$ cat config.mk
export PLATFORM = sky130hd
export DESIGN_NAME = dual_lock_monitor
export DESIGN_NICKNAME = d
export VERILOG_FILES = /design/src/rtl/lockdet_pkg.sv /design/src/rtl/loop_phase_meter.sv /design/src/rtl/lock_run_counter.sv /design/src/rtl/lock_combine.sv /design/src/rtl/dual_lock_monitor.sv
export SDC_FILE = /design/constraint.sdc
export NUM_CORES = 1
export LEC_CHECK = 0
export BUFFER_PORTS_ARGS = -buffer_cell sky130_fd_sc_hd__buf_2
export CAP_MARGIN = 20
export CORE_MARGIN = 2
export CORE_UTILIZATION = 35
export CTS_CLUSTER_DIAMETER = 200
export DETAILED_ROUTE_END_ITERATION = 7
export PLACE_DENSITY = 0.52
export SYNTH_ARGS = -nofsm -noshare
export SYNTH_HDL_FRONTEND = slang
export SYNTH_SLANG_ARGS = --single-unit
$ cat constraint.sdc
create_clock -name osc_clk -period 2.2 [get_ports osc_clk]
set_clock_uncertainty 0.2 [all_clocks]
set_input_delay 0.33 -clock osc_clk [delete_from_list [all_inputs] [get_ports osc_clk]]
set_output_delay 0.33 -clock osc_clk [all_outputs]
set_load 0.01 [all_outputs]
$ cat src/rtl/lockdet_pkg.sv
package lockdet_pkg;
    typedef enum logic [1:0] {
        MS_IDLE     = 2'd0,
        MS_HAVE_REF = 2'd1,
        MS_HAVE_DIV = 2'd2
    } meter_state_t;
endpackage

$ cat src/rtl/loop_phase_meter.sv
module loop_phase_meter
    import lockdet_pkg::*;
#(
    parameter int WIN = 3
) (
    input  logic clk,
    input  logic rst_n,
    input  logic en,
    input  logic ref_stb,
    input  logic div_stb,
    output logic cmp_good,
    output logic cmp_bad
);
    localparam int CW = $clog2(WIN + 1);
    localparam logic [CW-1:0] CNT_LAST = CW'(WIN - 1);

    meter_state_t st_q, st_d;
    logic [CW-1:0] cnt_q, cnt_d;

    // state register
    always_ff @(posedge clk) begin
        if (!rst_n) begin
            st_q  <= MS_IDLE;
            cnt_q <= '0;
        end else begin
            st_q  <= st_d;
            cnt_q <= cnt_d;
        end
    end

    // next state and comparison outputs
    always_comb begin
        st_d     = st_q;
        cnt_d    = cnt_q;
        cmp_good = 1'b0;
        cmp_bad  = 1'b0;
        if (!en) begin
            st_d  = MS_IDLE;
            cnt_d = '0;
        end else begin
            unique case (st_q)
                MS_IDLE: begin
                    if (ref_stb && div_stb) begin
                        cmp_good = 1'b1;
                    end else if (ref_stb) begin
                        st_d  = MS_HAVE_REF;
                        cnt_d = CW'(1);
                    end else if (div_stb) begin
                        st_d  = MS_HAVE_DIV;
                        cnt_d = CW'(1);
                    end
                end
                MS_HAVE_REF: begin
                    if (div_stb) begin
                        cmp_good = 1'b1;
                        st_d     = MS_IDLE;
                    end else if (cnt_q == CNT_LAST) begin
                        cmp_bad = 1'b1;
                        st_d    = MS_IDLE;
                    end else begin
                        cnt_d = cnt_q + CW'(1);
                    end
                end
                MS_HAVE_DIV: begin
                    if (ref_stb) begin
                        cmp_good = 1'b1;
                        st_d     = MS_IDLE;
                    end else if (cnt_q == CNT_LAST) begin
                        cmp_bad = 1'b1;
                        st_d    = MS_IDLE;
                    end else begin
                        cnt_d = cnt_q + CW'(1);
                    end
                end
                default: st_d = MS_IDLE;
            endcase
        end
    end
endmodule

$ cat src/rtl/lock_run_counter.sv
module lock_run_counter #(
    parameter int LOCK_RUN = 15
) (
    input  logic clk,
    input  logic rst_n,
    input  logic en,
    input  logic cmp_good,
    input  logic cmp_bad,
    output logic locked
);
    localparam int RW = $clog2(LOCK_RUN + 1);
    localparam logic [RW-1:0] RUN_MAX  = RW'(LOCK_RUN);
    localparam logic [RW-1:0] RUN_NEAR = RW'(LOCK_RUN - 1);

    logic [RW-1:0] run_q;

    always_ff @(posedge clk) begin
        if (!rst_n || !en) begin
            run_q  <= '0;
            locked <= 1'b0;
        end else if (cmp_bad) begin
            run_q  <= '0;
            locked <= 1'b0;
        end else if (cmp_good) begin
            if (run_q != RUN_MAX) run_q <= run_q + RW'(1);
            locked <= (run_q >= RUN_NEAR);
        end
    end
endmodule

$ cat src/rtl/lock_combine.sv
module lock_combine #(
    parameter int NLOOP = 2
) (
    input  logic [NLOOP-1:0] loop_en,
    input  logic [NLOOP-1:0] locked,
    output logic             pull_low
);
    always_comb begin
        pull_low = (|loop_en) && (&(locked | ~loop_en));
    end
endmodule

$ cat src/rtl/dual_lock_monitor.sv
module dual_lock_monitor #(
    parameter int NLOOP    = 2,
    parameter int WIN      = 3,
    parameter int LOCK_RUN = 15
) (
    input  logic             osc_clk,
    input  logic             rst_n,
    input  logic [NLOOP-1:0] loop_en,
    input  logic [NLOOP-1:0] ref_pulse,
    input  logic [NLOOP-1:0] div_pulse,
    output logic             lock_oe,
    output logic             lock_dat
);
    logic [NLOOP-1:0] good_ev;
    logic [NLOOP-1:0] bad_ev;
    logic [NLOOP-1:0] loop_locked;

    for (genvar g = 0; g < NLOOP; g++) begin : g_loop
        loop_phase_meter #(.WIN(WIN)) u_meter (
            .clk      (osc_clk),
            .rst_n    (rst_n),
            .en       (loop_en[g]),
            .ref_stb  (ref_pulse[g]),
            .div_stb  (div_pulse[g]),
            .cmp_good (good_ev[g]),
            .cmp_bad  (bad_ev[g])
        );
        lock_run_counter #(.LOCK_RUN(LOCK_RUN)) u_run (
            .clk      (osc_clk),
            .rst_n    (rst_n),
            .en       (loop_en[g]),
            .cmp_good (good_ev[g]),
            .cmp_bad  (bad_ev[g]),
            .locked   (loop_locked[g])
        );
    end

    lock_combine #(.NLOOP(NLOOP)) u_comb (
        .loop_en  (loop_en),
        .locked   (loop_locked),
        .pull_low (lock_oe)
    );

    assign lock_dat = 1'b0;
endmodule

# After elaboration in Yosys (flattened, before gate mapping)
# Index checks and enable logic that the tools add are counted.
word_totals:
  register_bits: 18
  inputBits: 8
classes:
  add_sub_neg: 4
  order_cmp: 2
  n_eq_ne: 16
  muxes: 48
  bitwise_logic: 2
  reduce_logical: 24
ops:
  columns: ["op", "n"]
  rows:
  - ["two-way mux 2 bit", 24]
  - ["one-hot mux 2 bit (3 select lines)", 4]
  - ["two-way mux 1 bit", 16]
  - ["AND reduction 2 bit", 7]
  - ["!= test 2 bit (second input constant)", 6]
  - ["AND reduction 5 bit", 2]
  - ["adder 4 x 1 -> 4 bit (second input constant)", 2]
  - ["== test 2 bit (second input constant)", 4]
  - ["greater-or-equal comparator 4 bit (second input constant)", 2]
  - ["!= test 4 bit (second input constant)", 2]
  - ["!= test 3 bit (second input constant)", 2]
  - ["one-hot mux 1 bit (3 select lines)", 2]
  - ["nonzero test 3 bit", 2]
  - ["OR reduction 2 bit", 3]
  - ["adder 2 x 1 -> 2 bit (second input constant)", 2]
  - ["== test 2 x 1 -> 1 bit (second input constant)", 2]
  - ["logical NOT 2 bit", 2]
  - ["one-hot mux 1 bit (2 select lines)", 2]
  - ["logical AND 1 bit", 3]
  - ["logical NOT 1 bit", 3]
  - ["logical OR 1 bit", 2]
  - ["inverter 2 bit", 1]
  - ["OR 2 bit", 1]

# Longest topological paths before layout
# Gate-level depths: netlist (run 1).
logic_depth:
  depth_word: 6
  depth_mapped: 6
  depth_no_buf: 6

# Cells and area by module
# From an unflattened synthesis (run 1), not the netlist that was laid out.
unflattened:
  hier_cells: 144
  hier_area_um2: 1278.7
by_module_without_submodules:
  columns: ["mod", "n_inst", "cells_each", "area_per_inst_um2", "seq_area_each_um2"]
  rows:
  - ["lock_run_counter", 2, 27, 260.2, 100.1]
  - ["loop_phase_meter (g_loop[1].u_meter)", 1, 43, 365.4, 80.1]
  - ["loop_phase_meter (g_loop[0].u_meter)", 1, 42, 362.8, 80.1]
  - ["lock_combine", 1, 3, 18.8, 0.0]
  - ["dual_lock_monitor", 1, 2, 11.3, 0.0]

# Least setup slack after synthesis (run 1)
# Ideal clock, no wire load.
synth_timing:
  path_kind: "register -> register"
  from: "register g_loop[0].u_meter.st_q[0]"
  to: "register g_loop[0].u_meter.cnt_q[0]"
  setup_time_ns: 0.119
  arrival_time_ns: 1.324
  required_ns: 1.881
  path_slack_ns: 0.556
  stages_incl_launch_ff: 7
  n_path_buf: 0
  synth_period_minus_slack_ns: 1.644
  cell_sequence: "dfxtp_1 inv_1 ha_1 a22oi_4 o211a_1 and3_1 nor3_2"
synth_via:
  elab_chain_cells: 3
  word_cells_on_any_way: 10
synth_lines:
  columns: ["item", "line_no", "rtl"]
  rows:
  - ["from (decl)", "loop_phase_meter.sv:17", "meter_state_t st_q, st_d;"]
  - ["from (signal assigned)", "loop_phase_meter.sv:26", "st_q <= st_d;"]
  - ["== test 2 x 1 -> 1 bit, or another cell as far along", "loop_phase_meter.sv:41", "unique case (st_q)"]
  - ["!= test 2 bit (no source line), or another cell as far along", null, null]
  - ["AND reduction 5 bit (no source line)", null, null]
  - ["to (signal assigned)", "loop_phase_meter.sv:27", "cnt_q <= cnt_d;"]
  - ["to (decl)", "loop_phase_meter.sv:18", "logic [CW-1:0] cnt_q, cnt_d;"]
# Several ways; a longest one is shown, not always the timed one.
# A chain may end at the register's enable or synchronous reset.

# Final worst setup path (run 1)
# Ends and elaborated chain as after synthesis.

==> results of run 1 <==
==> worst max-delay path by stage <==
stage	endpoint	slack [ns]	cells past startpoint
2_1_floorplan	g_loop[0].u_meter.cnt_q[0]	0.56	6
3_3_place_gp	g_loop[0].u_meter.cnt_q[0]	0.48	6
3_5_place_dp	g_loop[0].u_meter.cnt_q[0]	0.41	6
4_1_cts	g_loop[0].u_meter.cnt_q[0]	0.39	6
5_1_grt	g_loop[0].u_meter.cnt_q[0]	0.25	6
6_report	g_loop[0].u_meter.cnt_q[0]	0.38	6
==> worst max-delay path: stages (launching register included) <==
cell,delay [ns]
dfxtp_1,0.44
inv_1,0.10
ha_1,0.25
a22oi_4,0.24
o211a_1,0.24
and3_1,0.19
nor3_2,0.05
==> report_power, final <==
part | internal [mW] | total [mW] | switching [mW] | leakage (nW)
clock network | 0.159 | 0.267 | 0.108 | 0.0288
registers | 0.334 | 0.342 | 0.00849 | 0.146
logic | 0.0478 | 0.119 | 0.0709 | 0.404
==> stage by stage <==
stage	instance area (sq um)	hold WS, ns
2_1_floorplan	1340	0.246
3_5_place_dp	1390	0.267
4_1_cts	1440	0.270
3_3_place_gp	1390	0.264
5_1_grt	1440	0.292
6_report	1440	0.272
==> synth_stat cells (all sizes together) <==
cell / number
buf: 5
o211a: 1
a21o: 1
nor3: 4
inv: 15
a22o: 3
o2111ai: 3
a211oi: 6
a21oi: 16
nand4b: 1
a31o: 2
a32oi: 2
mux2i: 1
nor2: 13
and2: 1
nor3b: 1
a22oi: 2
and3: 5
xor2: 2
ha: 16
o21ai: 7
nand3b: 1
xnor2: 4
nand2: 5
nand4: 1
nand2b: 8
conb: 1
o21a: 1
and4b: 1
nand3: 4
dfxtp: 18
==> per-layer routing <==
metal	GRT usage, %	share of wire (%)	vias to the layer above
li1	-	-	543
met1	17.8	49	500
met2	20.2	45	24
met3	2.04	3.6	4
met4	4.69	1.4	0
met5	0	0	-
==> cell usage in the layout (no fill, tap or decap), types with 2 or more instances in the layout <==
master and n:
a211oi_1 2, a211oi_2 2, a211oi_4 2, a21oi_1 15, a22o_1 3, a22oi_4 2, a32oi_1 2, and3_1 5
buf_2 8, clkbuf_8 4, dfxtp_1 18, ha_1 16, inv_1 15, nand2_1 5, nand2b_1 8, nand3_1 2
nand3_2 2, nor2_1 13, nor3_1 3, o2111ai_1 3, o21ai_0 4, o21ai_1 3, xnor2_1 4, xor2_1 2
==> state kept, by name, indices dropped and copies added, names as in the netlist <==
register,cells
g_loop.u_run.run_q,8
g_loop.u_meter.cnt_q,4
g_loop.u_run.locked,2
g_loop.u_meter.st_q,4
==> final cells by class <==
cell class              instances  area (sq um)
clock buffers                   4          55.1
fillers                       367          2220
inverters                      15          56.3
multi-input cells             113           871
flip-flops and latches         18           360
well taps                      48          60.1
repair buffers                  8          40.0
==> cell families after synthesis <==
| logic type | Yosys count | share of synthesized area, % |
|---|---|---|
| flip-flops | 18 | 27.0 |
| AND/OR/NAND/NOR | 45 | 18.7 |
| AO/OA/AOI/OAI | 44 | 26.5 |
| other | 1 | 0.281 |
| XOR/XNOR | 6 | 3.93 |
| multiplexers | 1 | 0.749 |
| buffers and inverters | 20 | 7.86 |
| adder cells (fa/ha/maj) | 16 | 15.0 |
==> out/results.ini, run 1 <==
[placement]
pre_cts_slack_ns = 0.410
hpwl_microns = 1960
gp_congestion = 0.816
io_buffer_count = 8
dp_cells = 202

[cells_and_area]
final_core_util_pct = 39.4
final_cells = 206
final_layout_size_suffix_gt1_share_pct = 14.6
area_delta_synth_final_pct = 7.96
num_antenna_cells = 0
final_nets = 183

[drt]
wl_per_cell_microns = 12.3
drt-total-wl_microns = 2530
drc = 0
vias = 1071
vias_per_cell = 5.20
dr.pass1.iters = 4
detail-route-antenna-nets = 0
drt_iter0_drc = 74

[logic_synthesis]
yosysTopAreaCellShare_pct = 27.0
synth-seq-cells = 18
netlist_instances = 151
syn_area_per_cell_sq_um = 8.85
syn_area_sq_mm = 0.00134
synthTopCellsByArea = dfxtp_1 27%, ha_1 15%, a21oi_1 5.6%, inv_1 4.2%, nand2b_1 3.7%
synth_nets = 175
synth_largest_area_cell = dfxtp_1
synth.distinct_cells = 39
seq_area_frac_synth_pct = 27.0
yosys_warnings = 0

[timing]
rsz0062_at_grt = no
finalMaxSlewViolations = 0
clock.fmax_ghz = 0.551
final_hold_viol_count = 0
finalSetupViolCount = 0
fin_setup_tns_ns = 0
period_share_pct = 82.5
period_needed_ns = 1.82
fin_ws_ns = 0.384

[power]
p_per_area_mw_per_mm2 = 505
p_leak_nw = 0.579
ir_drop_v = 0.000275
fin_total_pwr_mw = 0.728

[clocking]
cts.sinks = 18
cts_resized = 0
numCtsBuffers = 3
root_buffer = clkbuf_8
insertion_delay_ns = 0.25
clkTransAtPathRegs_ns = 0.07
cts_buffer_depth = 2
post_cts_buffers = 0
htree_levels = 1
postCtsHoldBufs = 0
cts_tree = built

[floorplan]
dieWidth_microns = 65.8
die_area_sq_mm = 0.00433
io_pins = 10
core-area_sq_mm = 0.00366
start_util_pct = 36.5
placementRows = 22
die_h_microns = 65.8

[min_path]
hold_depth = 2
min_path_type = reg -> reg
min-delay-start = g_loop[0].u_run.locked
hold-path-endpoint = g_loop[0].u_run.locked

[grt]
grt_pass1_vias = 990
grtUsageTotal_pct = 12.9
grt_overflow = 0
antenna_found_initial = 0
grt_pass1_wl_microns = 4400
grt_max_degree = 11

[worst_setup_path]
start_kind = register
crit_arrival_ns = 1.75
r2r_start = g_loop[0].u_meter.st_q[0]
worstPathRequired_ns = 2.14
ff2ff_path_depth = 6
rrSetupSlack_ns = 0.38
crit_start = g_loop[0].u_meter.st_q[0]
r2r_end = g_loop[0].u_meter.cnt_q[0]
crit_fanout = 6
path_class = reg -> reg
crit_path_end_kind = register

[status]
outcome = finished clean

[flow_run]
cap_viol_max_count = 0

Note: power is estimated with default switching activity, not from simulation.
==> inputs of run 2 (changes only) <==
PLACE_DENSITY = 0.54   (was 0.52)
clock period = 1.6 ns   (was 2.2 ns; I/O delays follow)
==> run 2 against run 1 <==
The flow now finishes with violations (negative setup slack). Combinational power is 92% higher. Cell count is 9.7% higher. Power is 48% higher. First-iteration DRC count is 41% lower. Flip-flop and latch count stayed put. Core utilization is 9.1 points higher. Global-route usage is 1.8 points higher. Sequential share of layout area is 3.8 points lower. Die area stayed put. Clock power is 42% higher. Highest routed layer unchanged.
==> out/results.ini, run 2 (synthesized netlist as in run 1, its figures left out) <==
[status]
outcome = finished with violations
violations = negative setup slack

[cells_and_area]
n_fill_cell = 354  ; -3.5%
register_area_sq_um = 375  ; +4.2%
largest_reg_flops = 8  ; unchanged
area_delta_synth_final_pct = 32.8
final_cells = 226  ; +9.7%
mostFrequentLayoutCells = 19 x buf_4, 14 x a21oi_1, 14 x dfxtp_1, 13 x nor2_1, 11 x inv_1
final_layout_size_suffix_gt1_share_pct = 39.3  ; +25 points
multiInputGateArea_sq_mm = 0.00102  ; +17%
final_common_cell = buf_4
stdcell_area_sq_mm = 0.00177  ; +23%
reg_top3 = g_loop.u_run.run_q (8), g_loop.u_meter.cnt_q (4), g_loop.u_meter.st_q (4)
regMostFlops = g_loop.u_run.run_q
final_core_util_pct = 48.5  ; +9.1 points
num_antenna_cells = 0  ; unchanged
final_nets = 203  ; +11%

[clocking]
postCtsHoldBufs = 0  ; unchanged
cts.sinks = 18  ; unchanged
insertion_delay_ns = 0.25  ; about the same
root_buffer = clkbuf_8
cts_tree = built
htree_levels = 1  ; unchanged
cts_buffer_depth = 2  ; unchanged
numCtsBuffers = 3  ; unchanged
clkTransAtPathRegs_ns = 0.07  ; about the same

[drt]
vias_per_cell = 5.29  ; +1.7%
drc = 0  ; unchanged
dr.pass1.iters = 4  ; unchanged
drt-total-wl_microns = 3030  ; +20%
drt_iter0_drc = 44  ; -41%
wl_per_cell_microns = 13.4  ; +9.0%
vias = 1195  ; +12%
detail-route-antenna-nets = 0  ; unchanged

[floorplan]
start_util_pct = 36.5  ; unchanged
die_area_sq_mm = 0.00433  ; unchanged
dieWidth_microns = 65.8  ; unchanged
io_pins = 10  ; unchanged
die_h_microns = 65.8  ; unchanged
core-area_sq_mm = 0.00366  ; unchanged
placementRows = 22  ; unchanged

[timing]
clock.fmax_ghz = 0.614  ; +11%
fin_setup_tns_ns = -0.0308  ; -0.0308 ns
finalMaxSlewViolations = 0  ; unchanged
fin_ws_ns = -0.0286  ; -0.413 ns
finalSetupViolCount = 2  ; +2
final_hold_viol_count = 0  ; unchanged
period_share_pct = 102  ; +19 points
hold_ws_ns = 0.155  ; -0.117 ns
rsz0062_at_grt = yes
period_needed_ns = 1.63  ; -0.187 ns

[worst_setup_path]
start_kind = register
cpMaxStageDelayCell = dfxtp_4
crit_start = g_loop[0].u_meter.st_q[0]
r2r_start = g_loop[0].u_meter.st_q[0]
cp_cell_sequence = inv_4 > ha_4 > a22oi_4 > o211a_1 > and3_4 > nor3_2
worstPathRequired_ns = 1.55  ; -0.59 ns
crit_path_end_kind = register
path_class = reg -> reg
crit_arrival_ns = 1.58  ; -0.17 ns
critical-path-max-stage-delay_ns = 0.40  ; -0.04 ns
crit_fanout = 5  ; -1

[min_path]
min_path_type = in -> reg
min-delay-start = rst_n

[power]
p_per_area_mw_per_mm2 = 606  ; +20%
fin_total_pwr_mw = 1.08  ; +48%
ir_drop_v = 0.000460  ; +67%
p_leak_nw = 0.704  ; +22%

[placement]
pre_cts_slack_ns = -0.112  ; -0.522 ns
gp_congestion = 0.879  ; +7.7%
dpl_cell_area_sq_mm = 0.00151  ; +9.0%
io_buffer_count = 8  ; unchanged
dp_cells = 218  ; +7.9%
hpwl_microns = 2160  ; +9.8%

[grt]
grtUsageTotal_pct = 14.7  ; +1.8 points
antenna_found_initial = 0  ; unchanged
grt_pass1_vias = 1197  ; +21%
grt_overflow = 0  ; unchanged
grt_max_degree = 11  ; unchanged
grt_pass1_wl_microns = 5020  ; +14%

[flow_run]
cap_viol_max_count = 0  ; unchanged

## run 2: changes by cell type in the layout (fill, tap and decap cells not counted), moves of 2 or more
| cell | before | now |
|---|---|---|
| nand2b_1 | 8 | 6 |
| inv_4 | 0 | 3 |
| ha_2 | 0 | 2 |
| ha_4 | 0 | 6 |
| nand3_4 | 0 | 2 |
| dfxtp_4 | 0 | 4 |
| buf_4 | 0 | 19 |
| nor3_2 | 1 | 3 |
| nand3_2 | 2 | 0 |
| inv_1 | 15 | 11 |
| ha_1 | 16 | 8 |
| nor3_1 | 3 | 1 |
| dfxtp_1 | 18 | 14 |
| nand2b_4 | 0 | 2 |
## run 2: final timing paths
path | end | slack, ns | depth (start not counted)
worst min-delay path | g_loop[1].u_meter.st_q[0] | 0.16 | 3
worst max-delay path | g_loop[0].u_meter.cnt_q[0] | -0.03 | 6
worst min register to register | g_loop[0].u_run.locked | 0.28 | 2
worst max register to register | g_loop[0].u_meter.cnt_q[0] | -0.03 | 6
## run 2: area by class of cell
class | count | area share, %
repair buffers | 28 | 10.9
flip-flops and latches | 18 | 21.2
well taps | 48 | 3.39
clock buffers | 4 | 3.10
multi-input cells | 113 | 57.5
inverters | 15 | 3.88
## run 2: worst max-delay path, delay by kind of cell, from the launching register on
kind            cells  cell delay (ns)
compound gates      2             0.48
flops               1             0.40
simple gates        2             0.24
fa+ha+maj           1             0.16
buf+inv             1             0.06
## run 2: layer usage
metal	global-route usage (%)	up-vias	part of all wire, %
met1	17.0	572	43
met2	26.1	25	52
li1	-	590	-
met3	3.41	8	3.4
met5	0	-	0
met4	5.47	0	1.9
## run 2: power breakdown
group / total (mW) / internal (mW) / switching [mW]
Sequential: 0.467 / 0.454 / 0.0125
Clock: 0.380 / 0.219 / 0.162
Combinational: 0.229 / 0.106 / 0.122
Total: 1.08 / 0.779 / 0.296
## run 2: repair_timing
item | 4_1_cts | 5_1_grt
pin swaps | 13 | 17
resized for setup | 33 | 10
buffers inserted | 3 | 1
endpoints found under the setup margin | 14 | 14
